<file path="config.mk">
export PLATFORM = sky130hd
export DESIGN_NAME = pairLaneUnit
export DESIGN_NICKNAME = d
export VERILOG_FILES = /design/src/rtl/pairLanePkg.sv /design/src/rtl/pairLaneCtrl.sv /design/src/rtl/pairLaneDatapath.sv /design/src/rtl/pairLaneUnit.sv
export SDC_FILE = /design/constraint.sdc
export NUM_CORES = 1
export LEC_CHECK = 0
export BUFFER_PORTS_ARGS = -buffer_cell sky130_fd_sc_hd__buf_2
export CAP_MARGIN = 20
export CORE_ASPECT_RATIO = 0.6
export CORE_MARGIN = 8
export CORE_UTILIZATION = 43
export CTS_CLUSTER_SIZE = 8
export DETAILED_ROUTE_END_ITERATION = 8
export PLACE_DENSITY_LB_ADDON = 0.2
export SLEW_MARGIN = 5
export SYNTH_ARGS = -nofsm -noshare
export SYNTH_HDL_FRONTEND = slang
export SYNTH_HIERARCHICAL = 1
export SYNTH_SLANG_ARGS = --single-unit
</file>
<file path="constraint.sdc">
create_clock -name clk -period 2.4 [get_ports clk]
set_input_delay 0.36 -clock clk [delete_from_list [all_inputs] [get_ports clk]]
set_output_delay 0.36 -clock clk [all_outputs]
set_load 0.02 [all_outputs]
</file>
<file path="src/rtl/pairLanePkg.sv">
package pairLanePkg;

  typedef enum logic [1:0] {
    LANE_A_LO = 2'd0,
    LANE_A_HI = 2'd1,
    LANE_B_LO = 2'd2,
    LANE_B_HI = 2'd3
  } laneSrcE;

  // Strobes from control to datapath; index 1 is the upper result lane.
  typedef struct packed {
    logic             enable;
    logic             clearHi;
    laneSrcE [1:0]    src;
  } laneCtrlT;

  localparam logic [5:0] MAJ_COP   = 6'b010001;
  localparam logic [5:0] MAJ_COPX  = 6'b010011;
  localparam logic [4:0] FMT_PAIR  = 5'b10110;
  localparam logic [4:0] FMT_SGL   = 5'b10000;
  localparam logic [5:0] FN_LOLO   = 6'b101100;
  localparam logic [5:0] FN_LOHI   = 6'b101101;
  localparam logic [5:0] FN_HILO   = 6'b101110;
  localparam logic [5:0] FN_HIHI   = 6'b101111;
  localparam logic [5:0] FN_PACK   = 6'b100110;
  localparam logic [5:0] FN_TAKELO = 6'b101000;
  localparam logic [5:0] FN_TAKEHI = 6'b100000;
  localparam logic [5:0] FN_ALIGN  = 6'b011110;

endpackage

</file>
<file path="src/rtl/pairLaneCtrl.sv">
module pairLaneCtrl
  import pairLanePkg::*;
#(
  parameter int GPR_W = 32
) (
  input  logic             instrValid,
  input  logic [31:0]      instr,
  input  logic [GPR_W-1:0] alignOff,
  input  logic             bigEndian,
  input  logic             userMode,
  input  logic             statusWideEn,
  input  logic             statusPairEn,
  output laneCtrlT         ctrl,
  output logic             writeEn,
  output logic             reservedFault,
  output logic             unpredictable
);

  logic [5:0] major;
  logic [4:0] fmt;
  logic [5:0] func;
  logic       known;
  logic       badAlign;
  logic       blocked;
  laneSrcE    hiSel;
  laneSrcE    loSel;
  logic       clearHi;
  logic       unusedBits;

  assign major = instr[31:26];
  assign fmt   = instr[25:21];
  assign func  = instr[5:0];
  assign unusedBits = ^{instr[20:6], alignOff[GPR_W-1:3]};

  always_comb begin
    known    = 1'b0;
    badAlign = 1'b0;
    clearHi  = 1'b0;
    hiSel    = LANE_A_HI;
    loSel    = LANE_A_LO;
    if (major == MAJ_COP && fmt == FMT_PAIR) begin
      case (func)
        FN_LOLO:   begin known = 1'b1; hiSel = LANE_A_LO; loSel = LANE_B_LO; end
        FN_LOHI:   begin known = 1'b1; hiSel = LANE_A_LO; loSel = LANE_B_HI; end
        FN_HILO:   begin known = 1'b1; hiSel = LANE_A_HI; loSel = LANE_B_LO; end
        FN_HIHI:   begin known = 1'b1; hiSel = LANE_A_HI; loSel = LANE_B_HI; end
        FN_TAKELO: begin known = 1'b1; clearHi = 1'b1; loSel = LANE_A_LO; end
        FN_TAKEHI: begin known = 1'b1; clearHi = 1'b1; loSel = LANE_A_HI; end
        default:   known = 1'b0;
      endcase
    end else if (major == MAJ_COP && fmt == FMT_SGL && func == FN_PACK) begin
      known = 1'b1;
      hiSel = LANE_A_LO;
      loSel = LANE_B_LO;
    end else if (major == MAJ_COPX && func == FN_ALIGN) begin
      known = 1'b1;
      if (alignOff[1:0] != 2'b00) begin
        badAlign = 1'b1;
      end else if (alignOff[2]) begin
        if (bigEndian) begin
          hiSel = LANE_A_LO;
          loSel = LANE_B_HI;
        end else begin
          hiSel = LANE_B_LO;
          loSel = LANE_A_HI;
        end
      end
    end
  end

  assign blocked       = userMode && !statusWideEn && !statusPairEn;
  assign writeEn       = instrValid && known && !blocked;
  assign reservedFault = instrValid && known && blocked;
  assign unpredictable = writeEn && badAlign;

  assign ctrl.enable  = writeEn;
  assign ctrl.clearHi = clearHi;
  assign ctrl.src[1]  = hiSel;
  assign ctrl.src[0]  = loSel;

endmodule

</file>
<file path="src/rtl/pairLaneDatapath.sv">
module pairLaneDatapath
  import pairLanePkg::*;
#(
  parameter int LANE_W = 32,
  localparam int DATA_W = 2 * LANE_W
) (
  input  laneCtrlT          ctrl,
  input  logic [DATA_W-1:0] srcA,
  input  logic [DATA_W-1:0] srcB,
  output logic [DATA_W-1:0] result
);

  function automatic logic [LANE_W-1:0] pickLane(
    input laneSrcE           sel,
    input logic [DATA_W-1:0] a,
    input logic [DATA_W-1:0] b
  );
    case (sel)
      LANE_A_LO: pickLane = a[LANE_W-1:0];
      LANE_A_HI: pickLane = a[DATA_W-1:LANE_W];
      LANE_B_LO: pickLane = b[LANE_W-1:0];
      default:   pickLane = b[DATA_W-1:LANE_W];
    endcase
  endfunction

  for (genvar g = 0; g < 2; g++) begin : gLane
    logic keep;
    if (g == 1) begin : gUpper
      assign keep = ctrl.enable && !ctrl.clearHi;
    end else begin : gLower
      assign keep = ctrl.enable;
    end
    assign result[g*LANE_W +: LANE_W] =
      keep ? pickLane(ctrl.src[g], srcA, srcB) : '0;
  end

endmodule

</file>
<file path="src/rtl/pairLaneUnit.sv">
module pairLaneUnit
  import pairLanePkg::*;
#(
  parameter int LANE_W  = 32,
  parameter int GPR_W   = 32,
  parameter bit REG_OUT = 1'b1,
  localparam int DATA_W = 2 * LANE_W
) (
  input  logic              clk,
  input  logic              rst,
  input  logic              instrValid,
  input  logic [31:0]       instr,
  input  logic [DATA_W-1:0] srcA,
  input  logic [DATA_W-1:0] srcB,
  input  logic [GPR_W-1:0]  alignOff,
  input  logic              bigEndian,
  input  logic              userMode,
  input  logic              statusWideEn,
  input  logic              statusPairEn,
  output logic [DATA_W-1:0] result,
  output logic              writeEn,
  output logic              reservedFault,
  output logic              unpredictable
);

  laneCtrlT          ctrl;
  logic [DATA_W-1:0] resultNext;
  logic              weNext;
  logic              rfNext;
  logic              upNext;

  pairLaneCtrl #(.GPR_W(GPR_W)) uCtrl (
    .instrValid    (instrValid),
    .instr         (instr),
    .alignOff      (alignOff),
    .bigEndian     (bigEndian),
    .userMode      (userMode),
    .statusWideEn  (statusWideEn),
    .statusPairEn  (statusPairEn),
    .ctrl          (ctrl),
    .writeEn       (weNext),
    .reservedFault (rfNext),
    .unpredictable (upNext)
  );

  pairLaneDatapath #(.LANE_W(LANE_W)) uPath (
    .ctrl   (ctrl),
    .srcA   (srcA),
    .srcB   (srcB),
    .result (resultNext)
  );

  if (REG_OUT) begin : gReg
    always_ff @(posedge clk) begin
      if (rst) begin
        result        <= '0;
        writeEn       <= 1'b0;
        reservedFault <= 1'b0;
        unpredictable <= 1'b0;
      end else begin
        result        <= resultNext;
        writeEn       <= weNext;
        reservedFault <= rfNext;
        unpredictable <= upNext;
      end
    end
  end else begin : gComb
    logic unusedClk;
    assign unusedClk     = clk ^ rst;
    assign result        = resultNext;
    assign writeEn       = weNext;
    assign reservedFault = rfNext;
    assign unpredictable = upNext;
  end

endmodule

</file>
==> results of run 1 <==
power by group through the flow:
stage	registers, mW	clock network, mW	logic (mW)
6_report	1.11	1.49	0.291
3_5_place_dp	1.14	0	0.289
2_1_floorplan	1.14	0	0.107
4_1_cts	1.11	1.52	0.290
5_1_grt	1.11	1.58	0.319
3_3_place_gp	1.14	0	0.273
cells in the mapped netlist (all sizes together):
library cell,number
a21oi,1
a31oi,1
a41oi,1
and2,1
and4b,1
and4bb,2
buf,29
clkbuf,7
dfxtp,67
inv,2
mux2i,128
nand2,2
nand2b,2
nand3,1
nand3b,1
nand4,3
nor2,4
nor2b,70
nor3,3
nor3b,1
nor4b,2
nor4bb,1
o211ai,1
o21ai,3
o22a,2
o22ai,64
o31ai,1
or3,1
or3b,2
logic make-up (layout without fill, tap and decap cells):
group	count (synthesis)	count (layout)
mux	128	128
simple gates	97	97
compound gates	74	74
flops	67	67
buf+inv	38	255
other cells	0	1
metal layers:
layer  GRT usage (%)  routed length [um]  up-vias
li1                -                   -     1918
met1           23.50                5807     1923
met2           35.97                6658      171
met3           9.077                1327       12
met4           5.071                  68        2
met5               0                  13        -
critical path, delay by kind of cell:
| family | cells | cell delay, ns |
|---|---|---|
| and+or+nand+nor | 4 | 1.01 |
| AOI/OAI and AO/OA | 3 | 0.60 |
| buffers and inverters | 2 | 0.35 |
cell type report:
| class | count | area, um^2 |
|---|---|---|
| Fill cell | 825 | 3526 |
| Multi-Input combinational cell | 299 | 2444 |
| Sequential cell | 67 | 1341 |
| Timing Repair Buffer | 237 | 1314 |
| Clock buffer | 9 | 225.2 |
| Tap cell | 116 | 145.1 |
| Clock inverter | 7 | 116.4 |
| Inverter | 2 | 7.507 |
| Antenna cell | 1 | 2.502 |
state kept, by name, summed over array words and instances, names as in the netlist:
register	cells
writeEn	1
unpredictable	1
reservedFault	1
result	64
stage by stage:
stage / utilization (%) / setup WS [ns]
detailed placement: 57.57 / -0.02190
global placement: 57.57 / 0.03443
global route: 61.32 / 0.1194
finish: 61.34 / 0.3067
floorplan: - / 0.1964
CTS: 61.32 / 0.2949
worst paths after layout:
check	endpoint	slack, ns	startpoint
hold / removal	result[60]	0.45	srcA[60]
setup / recovery	result[45]	0.31	instr[3]
==> reports/results.tsv, run 1 <==
stage	metric	value	unit
clocking	Post-CTS Setup Bufs	0	
final_layout	final std cells w/o fill	738	
power_and_ir_drop	Switching Share	21.43	%
detailed_routing	Final ANT Viol Nets	0	
worst_hold_path	Worst Hold Class	input pin to register	
power_and_ir_drop	register share of total power	38.4	%
clocking	hold buffers post-CTS	0	
logic_synthesis	Netlist Area Pre-Place	4018	um^2
timing	Final Max Tran Viols	0	
detailed_routing	Via-to-Cell Ratio	5.455	
logic_synthesis	synthesized instance count	404	
place	IO Port Bufs	221	
detailed_routing	drt initial violations	168	
logic_synthesis	syn nets	603	
setup_path	Worst Path Arrival	2.35	ns
global_routing	number of global-route vias before repair	4365	
timing	RSZ-0062 raised after global routing	false	
timing	Slew HR	78.86	%
setup_path	WS Path Type	input pin to register	
detailed_routing	DRT Pass-1 Iters	5	
timing	setup_tns	0	ns
power_and_ir_drop	Clk pwr share	51.5	%
floorplan	Die Y	90.88	um
logic_synthesis	number of synthesized register bits	67	
power_and_ir_drop	Final Power	2.895	mW
floorplan	core footprint	9121	um^2
job	max-cap viol count	0	
clocking	clk root buf	clkbuf_16	
logic_synthesis	adder-cell share of the synthesized area	0	%
detailed_routing	post-DR wirelength/cell	18.80	um
worst_hold_path	worst hold stages	4	
power_and_ir_drop	power share of the combinational group	10.1	%
logic_synthesis	largest family of logic cells by synthesized area	multiplexers	
logic_synthesis	Yosys top cell by area	dfxtp_1	
power_and_ir_drop	Power Density	517.3	nW/um^2
logic_synthesis	Yosys cell types	39	
detailed_routing	drt total wl	13880	um
setup_path	CP max FO	17	
setup_path	Worst Setup Start Kind	input pin	
final_layout	Final Cell Area	5595	um^2
place	hpwl dp	10510	um
logic_synthesis	Avg Cell Area, Syn	9.945	um^2
place	dpl cell area	5251	um^2
final_layout	layout net count	815	
final_layout	P&R area growth vs syn	39.27	%
power_and_ir_drop	NetSw	620.4	uW
final_layout	most common cell after layout, fill and taps aside	buf_2	
floorplan	IO Count	266	
setup_path	crit path capture type	register	
global_routing	GR Util All Layers	20.98	%
floorplan	row cnt	27	
global_routing	Congestion Overflow GR	0	
detailed_routing	drc violations	0	
detailed_routing	vias	4026	
global_routing	first-pass GRT wire length	21820	um
global_routing	largest net degree at the start of global routing	68	
floorplan	Horiz. Die Dim	140.8	um
clocking	Sink Count	67	
setup_path	Crit path top cell by count	nor2b_1	
clocking	Worst-path clk slew	0.05	ns
place	RePlAce Congestion	0.8275	
run_status	status	completed	
setup_path	CP cell instances	buf_2, nor4b_2, a41oi_1, o21ai_1, nor2b_1, or3b_1, buf_4, o22ai_1, nor2b_1	
power_and_ir_drop	internal power	2.274	mW
logic_synthesis	simple-gate share of the synthesized area	16.66	%
timing	Slew @ Worst Pin	0.3171	ns
final_layout	share of layout cells above drive strength 1	42.67	%
clocking	CTS tree	built	
logic_synthesis	Synth area leaders	dfxtp_1, mux2i_1, nor2b_1, o22ai_1, buf_4	
clocking	maximum clock insertion buffer count	2	
timing	Period Utilization, post-route	87.22	%
floorplan	Die ar.	12790	um^2
global_routing	number of antenna violations at the first check in global routing	1	
power_and_ir_drop	VDD IR-drop max	0.0003477	V
timing	Setup-failing EPs final	0	
setup_path	Worst path max stage delay	0.38	ns
logic_synthesis	top cell type's share of synthesized area	33.39	%
timing	final hold viol count	0	
logic_synthesis	yosys warns	6	
final_layout	leading cell types in the layout, fill and taps excluded	buf_2, mux2i_1, nor2b_1	
timing	Period minus WS final	2.093	ns
power_and_ir_drop	static leakage	2.348	nW
logic_synthesis	Compound-Gate Fraction of Synth Area	11.74	%
logic_synthesis	XOR/XNOR share of the synthesized area	0	%
place	DP Cell Count	721	
timing	hold slack	0.4512	ns
floorplan	Initial Util	44.05	%
clocking	H-tree depth reported by CTS	3	
clocking	CTS Buf Count	9	
timing	f_max	477.7	MHz
setup_path	worst endpoint required time	2.65	ns
logic_synthesis	register area share after synthesis	33.39	%
setup_path	CP max-delay cell	or3b_1	
logic_synthesis	post-synthesis mux area share	31.89	%
clocking	CTS resizes	0	
No activity file was read; power rests on OpenSTA's default activity.
==> run 2, diff against run 1 <==
--- a/config.mk
+++ b/config.mk
@@ -5,13 +5,13 @@
 export SDC_FILE = /design/constraint.sdc
 export NUM_CORES = 1
 export LEC_CHECK = 0
-export BUFFER_PORTS_ARGS = -buffer_cell sky130_fd_sc_hd__buf_2
 export CAP_MARGIN = 20
 export CORE_ASPECT_RATIO = 0.6
 export CORE_MARGIN = 8
-export CORE_UTILIZATION = 43
+export CORE_UTILIZATION = 48
 export CTS_CLUSTER_SIZE = 8
 export DETAILED_ROUTE_END_ITERATION = 8
+export DONT_BUFFER_PORTS = 1
 export PLACE_DENSITY_LB_ADDON = 0.2
 export SLEW_MARGIN = 5
 export SYNTH_ARGS = -nofsm -noshare
==> run 2 against run 1 <==
First-iteration DRC count decreased by 15%. Total power fell by 18%. Clock power shrank 23%. Sequential power hardly changed. Critical endpoint is now result[52].
==> reports/results.tsv, run 2 (synthesized netlist as in run 1, its figures left out) <==
stage	metric	value	unit	change
detailed_routing	vias	3143		was 4026
timing	Setup-failing EPs final	0		unchanged
timing	Period minus WS final	1.970	ns	was 2.093 ns
timing	Final Max Tran Viols	0		unchanged
job	max-cap viol count	0		unchanged
clocking	H-tree depth reported by CTS	3		unchanged
detailed_routing	drc violations	0		unchanged
clocking	CTS tree	built		unchanged
timing	final hold viol count	0		unchanged
setup_path	worst endpoint required time	2.65	ns	about the same
clocking	CTS resizes	0		unchanged
setup_path	Worst Path Arrival	2.22	ns	was 2.35 ns
floorplan	Die ar.	11650	um^2	was 12790 um^2
setup_path	CP max FO	23		was 17
place	hpwl dp	9468	um	was 10510 um
floorplan	row cnt	25		was 27
power_and_ir_drop	VDD IR-drop max	0.0002829	V	was 0.0003477 V
final_layout	most common cell after layout, fill and taps aside	mux2i_1		was buf_2
timing	Period Utilization, post-route	82.09	%	was 87.22%
power_and_ir_drop	static leakage	1.317	nW	was 2.348 nW
detailed_routing	Via-to-Cell Ratio	6.211		was 5.455
clocking	CTS Buf Count	9		unchanged
setup_path	WS Path Type	input pin to register		unchanged
final_layout	diodes inserted	0		was 1
worst_hold_path	Worst Hold Class	input pin to register		unchanged
timing	hold slack	0.1146	ns	was 0.4512 ns
clocking	hold buffers post-CTS	0		unchanged
global_routing	number of global-route vias before repair	3397		was 4365
place	IO Port Bufs	0		was 221
final_layout	max reg flops	64		unchanged
global_routing	first-pass GRT wire length	19030	um	was 21820 um
timing	Slew @ Worst Pin	0.3525	ns	was 0.3171 ns
place	RePlAce Congestion	0.7294		was 0.8275
floorplan	Horiz. Die Dim	134.1	um	was 140.8 um
floorplan	Die Y	86.87	um	was 90.88 um
detailed_routing	drt initial violations	142		was 168
final_layout	Biggest register	result		unchanged
final_layout	layout net count	593		was 815
worst_hold_path	worst hold stages	1		was 4
global_routing	largest net degree at the start of global routing	68		unchanged
final_layout	share of layout cells above drive strength 1	10.30	%	was 42.67%
timing	setup_tns	0	ns	unchanged
power_and_ir_drop	Final Power	2.364	mW	was 2.895 mW
floorplan	core footprint	8008	um^2	was 9121 um^2
clocking	Post-CTS Setup Bufs	0		unchanged
global_routing	Congestion Overflow GR	0		unchanged
timing	f_max	507.5	MHz	was 477.7 MHz
clocking	Worst-path clk slew	0.05	ns	about the same
global_routing	GR Util All Layers	20.77	%	was 20.98%
setup_path	crit path capture type	register		unchanged
floorplan	Initial Util	50.17	%	was 44.05%
timing	Slew HR	76.50	%	was 78.86%
detailed_routing	DRT Pass-1 Iters	4		was 5
detailed_routing	post-DR wirelength/cell	25.14	um	was 18.80 um
power_and_ir_drop	Power Density	541.7	nW/um^2	was 517.3 nW/um^2
final_layout	P&R area growth vs syn	8.595	%	was 39.27%
detailed_routing	Final ANT Viol Nets	0		unchanged
final_layout	leading cell types in the layout, fill and taps excluded	mux2i_1, nor2b_1, dfxtp_1		was buf_2, mux2i_1, nor2b_1
floorplan	IO Count	266		unchanged
global_routing	number of antenna violations at the first check in global routing	0		was 1
clocking	clk root buf	clkbuf_16		unchanged
clocking	Sink Count	67		unchanged
clocking	maximum clock insertion buffer count	2		unchanged
run_status	status	completed		unchanged
setup_path	Worst Setup Start Kind	input pin		unchanged
timing	RSZ-0062 raised after global routing	false		unchanged
detailed_routing	drt total wl	12720	um	was 13880 um
[run 2: cell types whose count changed in the layout (fill, tap and decap cells not counted)]
cell,change
diode_2,-1
bufinv_16,-3
buf_12,-2
buf_4,+1
clkinv_2,+1
clkbuf_1,+1
buf_2,-221
[run 2: routing by layer]
layer  vias to the layer above  wire length (um)  track usage [%]
met5                         -                 0                0
met4                         0               208            7.396
li1                       1470                 -                -
met2                       183              5922            33.42
met3                        19              1857            12.33
met1                      1471              4735            22.30
[run 2: worst paths after layout]
path,end,from,slack (ns)
max,result[52],instr[0],0.43
min,result[29],rst,0.11
[run 2: metrics by stage]
stage               util, %  instances  area, um^2  worst slack [ns]
floorplan                 -        404        4018            0.1964
global route          54.48        506        4363            0.3379
detailed placement    51.23        491        4103            0.1015
finish                54.48        506        4363            0.4297
CTS                   54.48        506        4363            0.4348
global placement      51.23        491        4103            0.1040
[run 2: power breakdown]
| group | leakage, nW | internal [mW] | switching [mW] |
|---|---|---|---|
| registers | 0.539 | 1.11 | 0.000257 |
| logic | 0.649 | 0.0586 | 0.0433 |
| clock network | 0.128 | 0.688 | 0.460 |
[run 2: final cells by class]
type / count / area, um^2
flip-flops and latches: 67 / 1341
clock buffers: 10 / 229.0
inverters: 2 / 7.507
multi-input cells: 299 / 2444
fillers: 746 / 3645
well taps: 108 / 135.1
clock inverters: 5 / 31.28
repair buffers: 15 / 175.2
[run 2: worst max-delay path, cell delays in order]
cell and delay, ns:
or3_4 0.39, a21oi_2 0.18, o211ai_1 0.14, nor2b_1 0.17, or3b_1 0.38, buf_4 0.25, o22ai_1 0.18, nor2b_1 0.15
==> run 3, diff against run 2 <==
==> constraint.sdc (replaced) <==
create_clock -name clk -period 2.1 [get_ports clk]
set_input_delay 0.315 -clock clk [delete_from_list [all_inputs] [get_ports clk]]
set_output_delay 0.315 -clock clk [all_outputs]
set_load 0.02 [all_outputs]
==> run 3 against run 2 <==
Combinational power up 17%. Final area up 4.3%. Non-clock buffer count up 11. Critical path depth unchanged. Via count up 1.8%. Sequential share of layout area down 1.3 points. Cell count up 2.2%. First-iteration DRC count up 44%. Die area unchanged. Routed wire length up 0.44%. Global-route usage up 0.19 points. Critical endpoint is now result[59]. Largest cell class unchanged. Highest routed layer unchanged.
==> reports/results.tsv, run 3 (synthesized netlist as in run 1, its figures left out) <==
stage	metric	value	unit	change
run_status	status	completed		unchanged
global_routing	number of antenna violations at the first check in global routing	0		unchanged
final_layout	P&R area growth vs syn	13.24	%	was 8.595%
worst_hold_path	Worst Hold Path EP	result[29]		unchanged
clocking	CTS tree	built		unchanged
power_and_ir_drop	VDD IR-drop max	0.0003753	V	was 0.0002829 V
final_layout	max reg flops	64		unchanged
setup_path	CP max FO	14		was 23
global_routing	GR Util All Layers	20.96	%	was 20.77%
setup_path	crit path capture type	register		unchanged
clocking	Worst-path clk slew	0.05	ns	about the same
clocking	H-tree depth reported by CTS	3		unchanged
final_layout	final core utilization	56.81	%	was 54.48%
setup_path	Worst path max stage delay	0.39	ns	about the same
worst_hold_path	Worst Hold Class	input pin to register		unchanged
timing	Slew HR	79.78	%	was 76.50%
clocking	clk root buf	clkbuf_16		unchanged
final_layout	Final Cell Area	4549	um^2	was 4363 um^2
final_layout	Biggest register	result		unchanged
place	dpl cell area	4235	um^2	was 4103 um^2
detailed_routing	drt initial violations	204		was 142
power_and_ir_drop	static leakage	1.411	nW	was 1.317 nW
detailed_routing	DRT Pass-1 Iters	4		unchanged
job	max-cap viol count	0		unchanged
timing	Period Utilization, post-route	89.68	%	
floorplan	Die Y	86.87	um	unchanged
place	RePlAce Congestion	0.7235		was 0.7294
setup_path	CP cell instances	or3_4, a21oi_2, o211ai_1, nor2b_1, or3b_1, buf_4, o22ai_1, nor2b_1		unchanged
clocking	CTS Buf Count	9		unchanged
setup_path	CP max-delay cell	or3_4		unchanged
setup_path	critical path depth	8		unchanged
timing	f_max	531.0	MHz	
timing	RSZ-0062 raised after global routing	false		unchanged
floorplan	Initial Util	50.17	%	unchanged
final_layout	most common cell after layout, fill and taps aside	mux2i_1		unchanged
worst_hold_path	hold path start	rst		unchanged
timing	Final Max Tran Viols	0		unchanged
final_layout	layout net count	604		was 593
floorplan	core footprint	8008	um^2	unchanged
setup_path	Worst Path Buf+Inv	1		unchanged
floorplan	Die ar.	11650	um^2	unchanged
detailed_routing	drc violations	0		unchanged
detailed_routing	drt total wl	12780	um	was 12720 um
setup_path	Worst Path Arrival	2.14	ns	was 2.22 ns
power_and_ir_drop	internal power	2.385	mW	was 1.860 mW
setup_path	CP startpoint	instr[2]		was instr[0]
clocking	CTS resizes	0		unchanged
global_routing	Congestion Overflow GR	0		unchanged
setup_path	WS Path Type	input pin to register		unchanged
timing	Setup-failing EPs final	0		unchanged
setup_path	worst endpoint required time	2.36	ns	was 2.65 ns
global_routing	largest net degree at the start of global routing	68		unchanged
place	hpwl dp	9715	um	was 9468 um
power_and_ir_drop	register share of total power	43.0	%	was 47.1%
detailed_routing	Final ANT Viol Nets	0		unchanged
clocking	Post-CTS Setup Bufs	0		unchanged
global_routing	first-pass GRT wire length	19240	um	was 19030 um
final_layout	# fillers	717		was 746
timing	Slew @ Worst Pin	0.2994	ns	was 0.3525 ns
final_layout	diodes inserted	0		unchanged
timing	Period minus WS final	1.883	ns	
floorplan	row cnt	25		unchanged
floorplan	IO Count	266		unchanged
final_layout	leading cell types in the layout, fill and taps excluded	mux2i_1, nor2b_1, dfxtp_1		unchanged
setup_path	Crit path top cell by count	nor2b_1		unchanged
clocking	Sink Count	67		unchanged
floorplan	Horiz. Die Dim	134.1	um	unchanged
power_and_ir_drop	Clk pwr share	53.0	%	was 48.6%
power_and_ir_drop	NetSw	572.6	uW	was 503.9 uW
worst_hold_path	worst hold stages	1		unchanged
setup_path	CP delay by family, top	simple AND/OR/NAND/NOR gates		unchanged
place	IO Port Bufs	0		unchanged
global_routing	number of global-route vias before repair	3375		was 3397
clocking	hold buffers post-CTS	0		unchanged
power_and_ir_drop	Power Density	650.2	nW/um^2	was 541.7 nW/um^2
detailed_routing	post-DR wirelength/cell	24.72	um	was 25.14 um
power_and_ir_drop	power share of the combinational group	4.0	%	was 4.3%
detailed_routing	vias	3201		was 3143
power_and_ir_drop	Switching Share	19.36	%	was 21.32%
timing	final hold viol count	0		unchanged
detailed_routing	Via-to-Cell Ratio	6.191		was 6.211
setup_path	Worst Setup Start Kind	input pin		unchanged
clocking	maximum clock insertion buffer count	2		unchanged
final_layout	share of layout cells above drive strength 1	12.71	%	was 10.30%
==> run 3: cell count changes in the layout (fill, tap and decap cells not counted), moves of 3 or more <==
cell	delta
clkbuf_8	+4
clkinv_2	-3
buf_4	+7
buf_12	+4
==> run 3: metrics by stage <==
| step | setup TNS, ns | setup WS, ns | total power, mW | instances | hold slack, ns |
|---|---|---|---|---|---|
| floorplan | -1.298 | -0.04331 | 1.422 | 404 | 0.5553 |
| global placement | -0.6668 | -0.09045 | 1.412 | 502 | 0.3951 |
| detailed placement | -1.438 | -0.08246 | 1.418 | 502 | 0.3949 |
| CTS | 0 | 0.2468 | 2.987 | 517 | 0.04436 |
| global route | 0 | 0.04957 | 3.065 | 517 | 0.03805 |
| finish | 0 | 0.2167 | 2.958 | 517 | 0.06469 |
==> run 3: area by class of cell <==
type / instances / area, um^2 / area share (%)
multi-input cells: 299 / 2444 / 53.71
flip-flops and latches: 67 / 1341 / 29.48
repair buffers: 26 / 307.8 / 6.766
clock buffers: 14 / 284.0 / 6.243
well taps: 108 / 135.1 / 2.970
clock inverters: 1 / 30.03 / 0.6601
inverters: 2 / 7.507 / 0.1650
==> run 3: worst max path at each step <==
stage                             to
final                     result[59]
after global routing      result[59]
after CTS                 result[59]
after detailed placement  result[59]
after global placement    result[59]
after floorplan           result[33]
==> run 3: power groups by stage <==
stage	registers [mW]	clock network, mW	logic [mW]
floorplan	1.30	0	0.122
global placement	1.30	0	0.113
detailed placement	1.30	0	0.118
CTS	1.27	1.60	0.119
global route	1.27	1.66	0.131
finish	1.27	1.57	0.119
==> run 3: routing by layer <==
metal	wire length (um)	GRT usage (%)	up-vias	share of wire (%)
li1	-	-	1491	-
met1	4737	22.28	1488	37
met2	5824	33.97	209	46
met5	0	0	-	0
met3	2093	13.48	13	16
met4	122	5.775	0	0.95
